File: src/rtl/capfifo_pkg.sv
package capfifo_pkg;
   typedef enum logic [1:0] {
      CAP_COMPONENT = 2'b00,
      CAP_RAW       = 2'b01,
      CAP_STREAM    = 2'b10,
      CAP_RAW_ALT   = 2'b11
   } cap_mode_e;

   // Lane 0 (luma) is always fed; chroma lanes only in component capture.
   function automatic logic lane_active(input logic [1:0] mode, input int lane);
      return (lane == 0) || (mode == CAP_COMPONENT);
   endfunction
endpackage

File: src/rtl/capfifo_packer.sv
module capfifo_packer #(
   parameter int SMP_W  = 8,
   parameter int WORD_W = 64
) (
   input  logic              clk_i,
   input  logic              rst_n_i,
   input  logic              flush_i,
   input  logic              vld_i,
   input  logic [SMP_W-1:0]  dat_i,
   output logic              wr_o,
   output logic [WORD_W-1:0] word_o
);
   localparam int SPW = WORD_W / SMP_W;
   localparam int CW  = $clog2(SPW);

   logic [CW-1:0]           cnt_q;
   logic [WORD_W-SMP_W-1:0] part_q;
   logic                    last;

   assign last   = (cnt_q == CW'(SPW - 1));
   assign wr_o   = vld_i && !flush_i && last;
   assign word_o = {dat_i, part_q};

   always_ff @(posedge clk_i) begin
      if (!rst_n_i || flush_i) begin
         cnt_q  <= '0;
         part_q <= '0;
      end else if (vld_i) begin
         if (!last) part_q[cnt_q*SMP_W +: SMP_W] <= dat_i;
         cnt_q <= last ? '0 : cnt_q + 1'b1;
      end
   end
endmodule

File: src/rtl/capfifo_lane.sv
module capfifo_lane #(
   parameter int WORD_W = 64,
   parameter int DEPTH  = 16,
   parameter int LVL_W  = $clog2(DEPTH) + 1
) (
   input  logic              clk_i,
   input  logic              rst_n_i,
   input  logic              flush_i,
   input  logic              wr_i,
   input  logic [WORD_W-1:0] wr_word_i,
   input  logic              rd_i,
   input  logic [LVL_W-1:0]  thr_i,
   output logic [WORD_W-1:0] rd_data_o,
   output logic              evt_o,
   output logic              und_o,
   output logic              ovr_o,
   output logic [LVL_W-1:0]  lvl_o
);
   localparam int AW = $clog2(DEPTH);

   logic [WORD_W-1:0] mem [DEPTH];
   logic [AW-1:0]     wptr_q, rptr_q;
   logic [LVL_W-1:0]  lvl_q, lvl_nxt, thr_eff;
   logic              full, empty, wr_ok, rd_ok, armed_q;

   assign full    = (lvl_q == LVL_W'(DEPTH));
   assign empty   = (lvl_q == '0);
   assign wr_ok   = wr_i && !full && !flush_i;
   assign rd_ok   = rd_i && !empty && !flush_i;
   assign lvl_nxt = lvl_q + LVL_W'(wr_ok) - LVL_W'(rd_ok);
   assign thr_eff = (thr_i == '0) ? LVL_W'(1) : thr_i;
   assign lvl_o   = lvl_q;

   always_ff @(posedge clk_i) begin
      if (wr_ok) mem[wptr_q] <= wr_word_i;
   end

   always_ff @(posedge clk_i) begin
      if (!rst_n_i) begin
         wptr_q <= '0; rptr_q <= '0; lvl_q <= '0;
         rd_data_o <= '0; evt_o <= 1'b0; armed_q <= 1'b1;
         und_o <= 1'b0; ovr_o <= 1'b0;
      end else if (flush_i) begin
         wptr_q <= '0; rptr_q <= '0; lvl_q <= '0;
         rd_data_o <= '0; evt_o <= 1'b0; armed_q <= 1'b1;
      end else begin
         lvl_q <= lvl_nxt;
         if (wr_ok) wptr_q <= wptr_q + 1'b1;
         if (wr_i && full) ovr_o <= 1'b1;
         if (rd_i) begin
            if (empty) begin
               rd_data_o <= '0;
               und_o     <= 1'b1;
            end else begin
               rd_data_o <= mem[rptr_q];
               rptr_q    <= rptr_q + 1'b1;
            end
         end
         if (armed_q && lvl_nxt >= thr_eff) begin
            evt_o   <= 1'b1;
            armed_q <= 1'b0;
         end else begin
            evt_o <= 1'b0;
            if (lvl_nxt < thr_eff) armed_q <= 1'b1;
         end
      end
   end

   AST_NO_OVERFLOW: assert property (@(posedge clk_i) disable iff (!rst_n_i)
      lvl_q <= LVL_W'(DEPTH));
   AST_EVT_PULSE: assert property (@(posedge clk_i) disable iff (!rst_n_i)
      evt_o |=> !evt_o);
   AST_UNDERRUN_ZERO: assert property (@(posedge clk_i) disable iff (!rst_n_i)
      (rd_i && empty && !flush_i) |=> (und_o && rd_data_o == '0 && rptr_q == $past(rptr_q)));
   AST_FULL_DROP: assert property (@(posedge clk_i) disable iff (!rst_n_i)
      (wr_i && full && !rd_i && !flush_i) |=> (full && ovr_o));
   AST_FLUSH_EMPTY: assert property (@(posedge clk_i) disable iff (!rst_n_i)
      flush_i |=> (empty && !evt_o && rd_data_o == '0));
endmodule

File: src/rtl/capture_fifo_bank.sv
module capture_fifo_bank
   import capfifo_pkg::*;
#(
   parameter int SMP_W  = 8,
   parameter int WORD_W = 64,
   parameter int DEPTH  = 16,
   parameter int LANES  = 3,
   localparam int LVL_W = $clog2(DEPTH) + 1
) (
   input  logic                    clk_i,
   input  logic                    rst_n_i,
   input  logic [1:0]              mode_i,
   input  logic [LVL_W-1:0]        thresh_i,
   input  logic [LANES-1:0]        smp_vld_i,
   input  logic [LANES*SMP_W-1:0]  smp_dat_i,
   input  logic [LANES-1:0]        rd_i,
   output logic [LANES*WORD_W-1:0] rd_data_o,
   output logic [LANES-1:0]        evt_o,
   output logic [LANES-1:0]        underrun_o,
   output logic [LANES-1:0]        overrun_o
);
   if (WORD_W % SMP_W != 0 || WORD_W / SMP_W < 2) begin : g_bad_pack
      $error("WORD_W must hold a whole number (at least 2) of samples");
   end
   if (DEPTH < 2 || (DEPTH & (DEPTH - 1)) != 0) begin : g_bad_depth
      $error("DEPTH must be a power of two, at least 2");
   end
   if (LANES < 1) begin : g_bad_lanes
      $error("LANES must be at least 1");
   end

   logic [1:0] mode_q;
   logic       flush;

   assign flush = (mode_i != mode_q);

   always_ff @(posedge clk_i) begin
      if (!rst_n_i) mode_q <= CAP_COMPONENT;
      else          mode_q <= mode_i;
   end

   for (genvar l = 0; l < LANES; l++) begin : g_lane
      logic              act, vld, rd, wr;
      logic [WORD_W-1:0] word;
      logic [LVL_W-1:0]  lvl;

      assign act = lane_active(mode_q, l);
      assign vld = smp_vld_i[l] && act && !flush;
      assign rd  = rd_i[l] && act && !flush;

      capfifo_packer #(.SMP_W(SMP_W), .WORD_W(WORD_W)) u_pack (
         .clk_i(clk_i), .rst_n_i(rst_n_i), .flush_i(flush),
         .vld_i(vld), .dat_i(smp_dat_i[l*SMP_W +: SMP_W]),
         .wr_o(wr), .word_o(word)
      );

      capfifo_lane #(.WORD_W(WORD_W), .DEPTH(DEPTH), .LVL_W(LVL_W)) u_fifo (
         .clk_i(clk_i), .rst_n_i(rst_n_i), .flush_i(flush),
         .wr_i(wr), .wr_word_i(word), .rd_i(rd), .thr_i(thresh_i),
         .rd_data_o(rd_data_o[l*WORD_W +: WORD_W]), .evt_o(evt_o[l]),
         .und_o(underrun_o[l]), .ovr_o(overrun_o[l]), .lvl_o(lvl)
      );

      if (l > 0) begin : g_chk_idle
         AST_IDLE_LANE: assert property (@(posedge clk_i) disable iff (!rst_n_i)
            (mode_q != CAP_COMPONENT) |-> (lvl == '0 && !evt_o[l]
               && rd_data_o[l*WORD_W +: WORD_W] == '0));
      end
   end
endmodule

File: config.mk
export PLATFORM = sky130hd
export DESIGN_NAME = capture_fifo_bank
export DESIGN_NICKNAME = d
export VERILOG_FILES = /design/src/rtl/capfifo_pkg.sv /design/src/rtl/capfifo_packer.sv /design/src/rtl/capfifo_lane.sv /design/src/rtl/capture_fifo_bank.sv
export SDC_FILE = /design/constraint.sdc
export NUM_CORES = 2
export LEC_CHECK = 0
export BUFFER_PORTS_ARGS = -buffer_cell sky130_fd_sc_hd__buf_2
export CAP_MARGIN = 10
export CORE_MARGIN = 2
export CORE_UTILIZATION = 40
export DETAILED_ROUTE_END_ITERATION = 8
export SKIP_LAST_GASP = 1
export SYNTH_ARGS = -nofsm -noshare
export SYNTH_HDL_FRONTEND = slang
export SYNTH_HIERARCHICAL = 1
export SYNTH_SLANG_ARGS = --single-unit
File: constraint.sdc
create_clock -name clk_i -period 9.22 [get_ports clk_i]
set_input_delay 1.844 -clock clk_i [delete_from_list [all_inputs] [get_ports clk_i]]
set_output_delay 1.844 -clock clk_i [all_outputs]
set_load 0.02 [all_outputs]
After elaboration in Yosys (flattened, before gate mapping)

Memory sizes are Yosys's and may differ from the RTL's. A register that Yosys moved wholly into a read port is not among the register bits.
Index checks and enable logic that the tools add are counted.

$add $sub $neg: 18
$lt $le $gt $ge: 6
Eq/ne operators: 7
Shift-type cells: 6
Multiplexer cells: 31
Bitwise operators: 8
Reductions and logical operators: 64

Operators by type and width:

| cell                      | number |
|---|---|
| $mux W64                  | 3 |
| $bwmux W56                | 3 |
| $shift A8 B34 Y56 const A | 3 |
| $shiftx A8 B34 Y56        | 3 |
| $neg A6 Y34               | 3 |
| $logic_and A1 B1 Y1       | 34 |
| $add A4 B1 Y4 const B     | 6 |
| $mux W4                   | 6 |
| $logic_not A5 Y1          | 4 |
| $reduce_and A2 Y1         | 9 |
| $add A5 B1 Y5             | 3 |
| $eq A5 B5 Y1 const B      | 3 |
| $ge A5 B5 Y1              | 3 |
| $lt A5 B5 Y1              | 3 |
| $mux W1                   | 15 |
| $sub A5 B1 Y5             | 3 |
| $add A3 B1 Y3 const B     | 3 |
| $eq A3 B3 Y1 const B      | 3 |
| $mux W3                   | 3 |
| $reduce_and A3 Y1         | 3 |
| $logic_not A1 Y1          | 8 |
| $not A1 Y1                | 8 |
| $reduce_bool A2 Y1        | 3 |
| $mux W5                   | 1 |
| other kinds (4)           | 4 |

Register bits after elaboration: 422
RAM bits: 3072
Bits of input ports: 39
Output and inout port bits: 201
Memories: 3

Memories:

| memory               | words | width | rd ports | clocked after Yosys merged registers in | write ports | line               | text |
|---|---|---|---|---|---|---|---|
| g_lane[0].u_fifo.mem | 16    | 64    | 1        | 1                                       | 1           | capfifo_lane.sv:21 | `logic [WORD_W-1:0] mem [DEPTH];` |
| g_lane[1].u_fifo.mem | 16    | 64    | 1        | 1                                       | 1           | capfifo_lane.sv:21 |  |
| g_lane[2].u_fifo.mem | 16    | 64    | 1        | 1                                       | 1           | capfifo_lane.sv:21 |  |

Depth between registers and ports, before layout

Word-level depth: 12
Gate-level depth with buffers: 22
Mapped depth without buffers: 21

Hierarchy

Netlist, hierarchy kept.

Modules (own cells, without submodules):

| module                                 | instances | cells each | area an instance (sq um) | seq. area each (sq um) |
|---|---|---|---|---|
| capfifo_lane                           | 3         | 1841       | 41444.7                  | 32451.1 |
| capfifo_packer at g_lane[0].u_pack ... | 2         | 268        | 2338.5                   | 1181.1 |
| capfifo_packer at g_lane[2].u_pack     | 1         | 285        | 2695.1                   | 1181.1 |
| capture_fifo_bank                      | 1         | 14         | 130.1                    | 40.0 |

Worst setup path before layout

Ideal clock, no wire load.

Path type: input-to-reg
Start point: input mode_i[1]
End point: memory g_lane[0].u_fifo.mem[0][0], enable pin
Setup time: 0.565 ns
Arrival: 7.551 ns
Required time: 8.655 ns
Path slack: 1.105 ns
Cell stages on the path: 8
Cell sequence: xor2_1 nor3b_1 nand2_1 nor2_1 nand2b_1 nor2_1 nand2_1 nor3_1

Longest elaborated chain between the ends: 9

RTL lines:

| item                             | line                    | text |
|---|---|---|
| from (decl)                      | capture_fifo_bank.sv:12 | `input logic [1:0] mode_i,` |
| $ne A2 B2 Y1                     | capture_fifo_bank.sv:35 | `assign flush = (mode_i != mode_q);` |
| $logic_not A1 Y1                 | capture_fifo_bank.sv:48 | `assign vld = smp_vld_i[l] && act && !flush;` |
| $logic_and A1 B1 Y1              | capture_fifo_bank.sv:48 |  |
| net g_lane[0].vld                | capture_fifo_bank.sv:43 | `logic act, vld, rd, wr;` |
| $logic_and A1 B1 Y1 (2 in a row) | capfifo_packer.sv:21    | `assign wr_o = vld_i && !flush_i && last;` |
| net g_lane[0].wr                 | capture_fifo_bank.sv:43 |  |
| $logic_and A1 B1 Y1 (2 in a row) | capfifo_lane.sv:28      | `assign wr_ok = wr_i && !full && !flush_i;` |
| $mux W1                          | capfifo_lane.sv:35      | `if (wr_ok) mem[wptr_q] <= wr_word_i;` |
| $mux W1 (implied by the code)    | capfifo_lane.sv:35      |  |
| to (decl)                        | capfifo_lane.sv:21      |  |

The timed path passes the listed nets, and every way through them passes these cells.

Final worst setup path

Start point: input mode_i[1]
End point: register g_lane[0].u_fifo.evt_o

Longest elaborated chain between the ends: 12
Elaborated cells between the ends (all ways): 16
Those cells by class: 2 x add/sub; 1 x order compare; 1 x eq/ne; 1 x mux; 11 x reduce/logical

RTL lines:

| item                             | line                    | text |
|---|---|---|
| $ne A2 B2 Y1                     | capture_fifo_bank.sv:35 |  |
| $logic_not A1 Y1                 | capture_fifo_bank.sv:48 |  |
| $logic_and A1 B1 Y1              | capture_fifo_bank.sv:48 |  |
| net g_lane[0].vld                | capture_fifo_bank.sv:43 |  |
| $logic_and A1 B1 Y1 (2 in a row) | capfifo_packer.sv:21    |  |
| net g_lane[0].wr                 | capture_fifo_bank.sv:43 |  |
| $logic_and A1 B1 Y1 (2 in a row) | capfifo_lane.sv:28      |  |
| $add A5 B1 Y5                    | capfifo_lane.sv:30      | `assign lvl_nxt = lvl_q + LVL_W'(wr_ok) - LVL_W'(rd_ok);` |
| $sub A5 B1 Y5                    | capfifo_lane.sv:30      |  |
| net g_lane[0].u_fifo.lvl_nxt[4]  | capfifo_lane.sv:23      | `logic [LVL_W-1:0] lvl_q, lvl_nxt, thr_eff;` |
| $ge A5 B5 Y1                     | capfifo_lane.sv:59      | `if (armed_q && lvl_nxt >= thr_eff) begin` |
| $logic_and A1 B1 Y1              | capfifo_lane.sv:59      |  |
| $mux W1                          | capfifo_lane.sv:59      |  |
| to (signal assigned)             | capfifo_lane.sv:41      | `rd_data_o <= '0; evt_o <= 1'b0; armed_q <= 1'b1;` |
| to (signal assigned)             | capfifo_lane.sv:60      | `evt_o <= 1'b1;` |
| to (signal assigned)             | capfifo_lane.sv:63      | `evt_o <= 1'b0;` |
| to (decl)                        | capfifo_lane.sv:14      | `output logic evt_o,` |

The timed path passes the listed nets, and every way through them passes these cells.
A chain may end at the register's enable or synchronous reset.

==> reports/results.tsv <==
metric	value	unit
critPathTopFamily	simple AND/OR/NAND/NOR gates	
syn_nets	6467	
holdBufCountCts	0	
syn2layout_area_growth	13.5	%
finalMaxSlewViolations	0	
synth-seq-cells	3506	
setup-tns-final	0	ns
start_kind	primary input	
worst_slew_pin_slew	1.18	ns
synthDistinctLibCells	64	
vias	63768	
fin_nets	6836	
antenna_found_initial	16	
grt_pass1_vias	66055	
clk_pin_slew	0.06	ns
clock_latency	0.94	ns
grt-ovfl-total	0	
initial_utilization	0.402	
htreeDepth	5	
tritoncts	built	
clockBufferDepth	4	
crit_slowest_cell	nor3b_1	
cts_buffers	366	
cp_max_fo	7	
synth-edff-count	3072	
postCtsSetupBuffers	0	
endpoint_kind	flop	
post-place-ws	3.00	ns
placedCellCount	10705	
post-route-min-period	5.31	ns
synth_area_leader_cell	edfxtp_1	
gp_congestion	0.761	
seq_area_frac_synth	0.766	
dpl.hpwl	172	mm
outcome	completed	
cap_viol_max_count	0	
avgSynthCellArea	20.7	um2
cts-resized-gates	0	
clkSinkCount	3506	
power.leakage	46.7	nW
hold_class	flop to flop	
drive_above_1_share	0.249	
slowest_delay	0.65	ns
critPathBufInv	4	
cellPowerDensity	211	nW/um2
initialDrtViolationCount	6084	
grt_pass1_wl	459	mm
wl_per_cell	27.6	um
ant_nets	0	
crit_type	primary input to flop	
worstPathRequired	10.01	ns
setup_viol	0	
drc	0	
yosysWarnings	6	
p_total	31.6	mW
root_buffer	clkbuf_16	
die_y	578	um
period_share	0.576	
io_buffers	239	
hold_viol_final	0	
rsz0062_at_grt	no	
slew_headroom	0.214	
path_cells	buf_2 -> xor2_1 -> nor3b_1 -> nand2_1 -> nor2_1 -> nand2b_1 -> nor2_1 -> inv_1 -> ha_1 -> inv_1 -> ha_1 -> inv_1 -> fa_1 -> nand2b_1 -> a21oi_1 -> o21a_1 -> nor2_1 -> ha_1 -> o21ai_0 -> a21oi_1 -> o311a_1	
synth.top_cell.area_share	0.700	
dr_wl_met2	152	mm
die_x	578	um
placementRows	210	
routed_wl	314	mm
viasPerCell	5.59	
drt-met1-wl	134	mm
synth_flop_cell	edfxtp_1	
clock.fmax	188	MHz
first_pass_iters	5	
top_layer	met5	
track_usage	0.186	
fin_cells	11400	
fin_ws	3.91	ns
clock_skew	0.0597	ns
ys_async_sr_fraction	0	
met3_length	22.2	mm
dieArea	334000	um2
core_area	328000	um2
grt_max_degree	165	
synth_cells	6358	
pin_count	240	
fin_util	0.457	
crit_arrival	6.10	ns
synth_area_leaders	edfxtp_1, mux4_2, dfxtp_1	
ir_drop	0.000194	V
syn-cell-area	132000	um2
-- registers in the layout, summed over array words and instances (netlist names), 9 cells and up, named ones only --
register                 count
g_lane.u_pack/cnt_q          9
g_lane.u_fifo/lvl_o         15
g_lane.u_fifo/wptr_q        12
g_lane.u_fifo/rd_data_o    192
g_lane.u_fifo/rptr_q        12
g_lane.u_pack/part_q       168
g_lane.u_fifo/mem         3072
-- per-stage QoR --
stage	instance area [um2]	hold slack (ns)
after CTS	150000	0.455
after floorplan	132000	0.428
after global routing	150000	0.475
after global placement	138000	0.439
after detailed placement	138000	0.446
final	150000	0.454
-- Yosys cell counts (13+ instances only) --
library cell	n
buf_6	34
mux2i_1	267
nor2b_1	18
mux4_2	768
a21oi_1	38
dfxtp_1	434
nand3_1	140
ha_1	67
buf_1	55
nor3_1	25
o21ai_1	69
and2_1	13
clkbuf_1	127
buf_2	53
nand2_1	322
xor2_1	17
nand2b_1	27
edfxtp_1	3072
o21ai_0	39
nor2_1	108
a22oi_1	177
o211ai_1	192
inv_1	58
buf_4	86
-- per-layer routing --
metal  GRT usage  up-vias
li1            -    26964
met1       0.260    34277
met2       0.303     2118
met3      0.0360      407
met4      0.0420        2
met5           0        -
-- power by group --
part	leakage, nW	switching, mW	internal (mW)
Sequential	31.2	0.00580	17.0
Combinational	9.77	0.145	0.0277
Clock	5.75	6.08	8.28
Total	46.7	6.23	25.3
-- cells in the final DEF, fill, tap and decap left out, types with 72 or more instances in the layout --
cell	n
a22oi_1	177
buf_2	239
buf_4	111
clkbuf_1	102
clkbuf_16	373
clkinv_2	72
dfxtp_1	428
edfxtp_1	3072
mux2i_1	267
mux4_2	768
nand2_1	322
nand3_1	140
o211ai_1	192
-- worst paths after layout --
kind | cells after the start | from | slack [ns] | endpoint
hold reg to reg | 1 | g_lane[2].u_fifo/armed_q | 0.45 | g_lane[2].u_fifo/evt_o
setup reg to reg | 20 | mode_q[1] | 4.60 | g_lane[0].u_fifo/evt_o
hold / removal | 1 | g_lane[2].u_fifo/armed_q | 0.45 | g_lane[2].u_fifo/evt_o
setup / recovery | 21 | mode_i[1] | 3.91 | g_lane[0].u_fifo/evt_o
-- cell type report --
| class | count | area [um2] |
|---|---|---|
| well taps | 4346 | 5440 |
| clock buffers | 506 | 10100 |
| fillers | 27125 | 178000 |
| inverters | 61 | 236 |
| diodes | 10 | 25.0 |
| clock inverters | 179 | 1580 |
| multi-input cells | 2436 | 29100 |
| repair buffers | 356 | 2150 |
| flip-flops and latches | 3506 | 101000 |
-- logic make-up after synthesis --
kind of cell / synth area share
flip-flops: 0.766
multiplexers: 0.151
AND/OR/NAND/NOR: 0.0273
AO/OA/AOI/OAI: 0.0301
buffers and inverters: 0.0167
adder cells (fa/ha/maj): 0.00681
XOR/XNOR: 0.00193
Note: power is estimated with default switching activity, not from simulation.
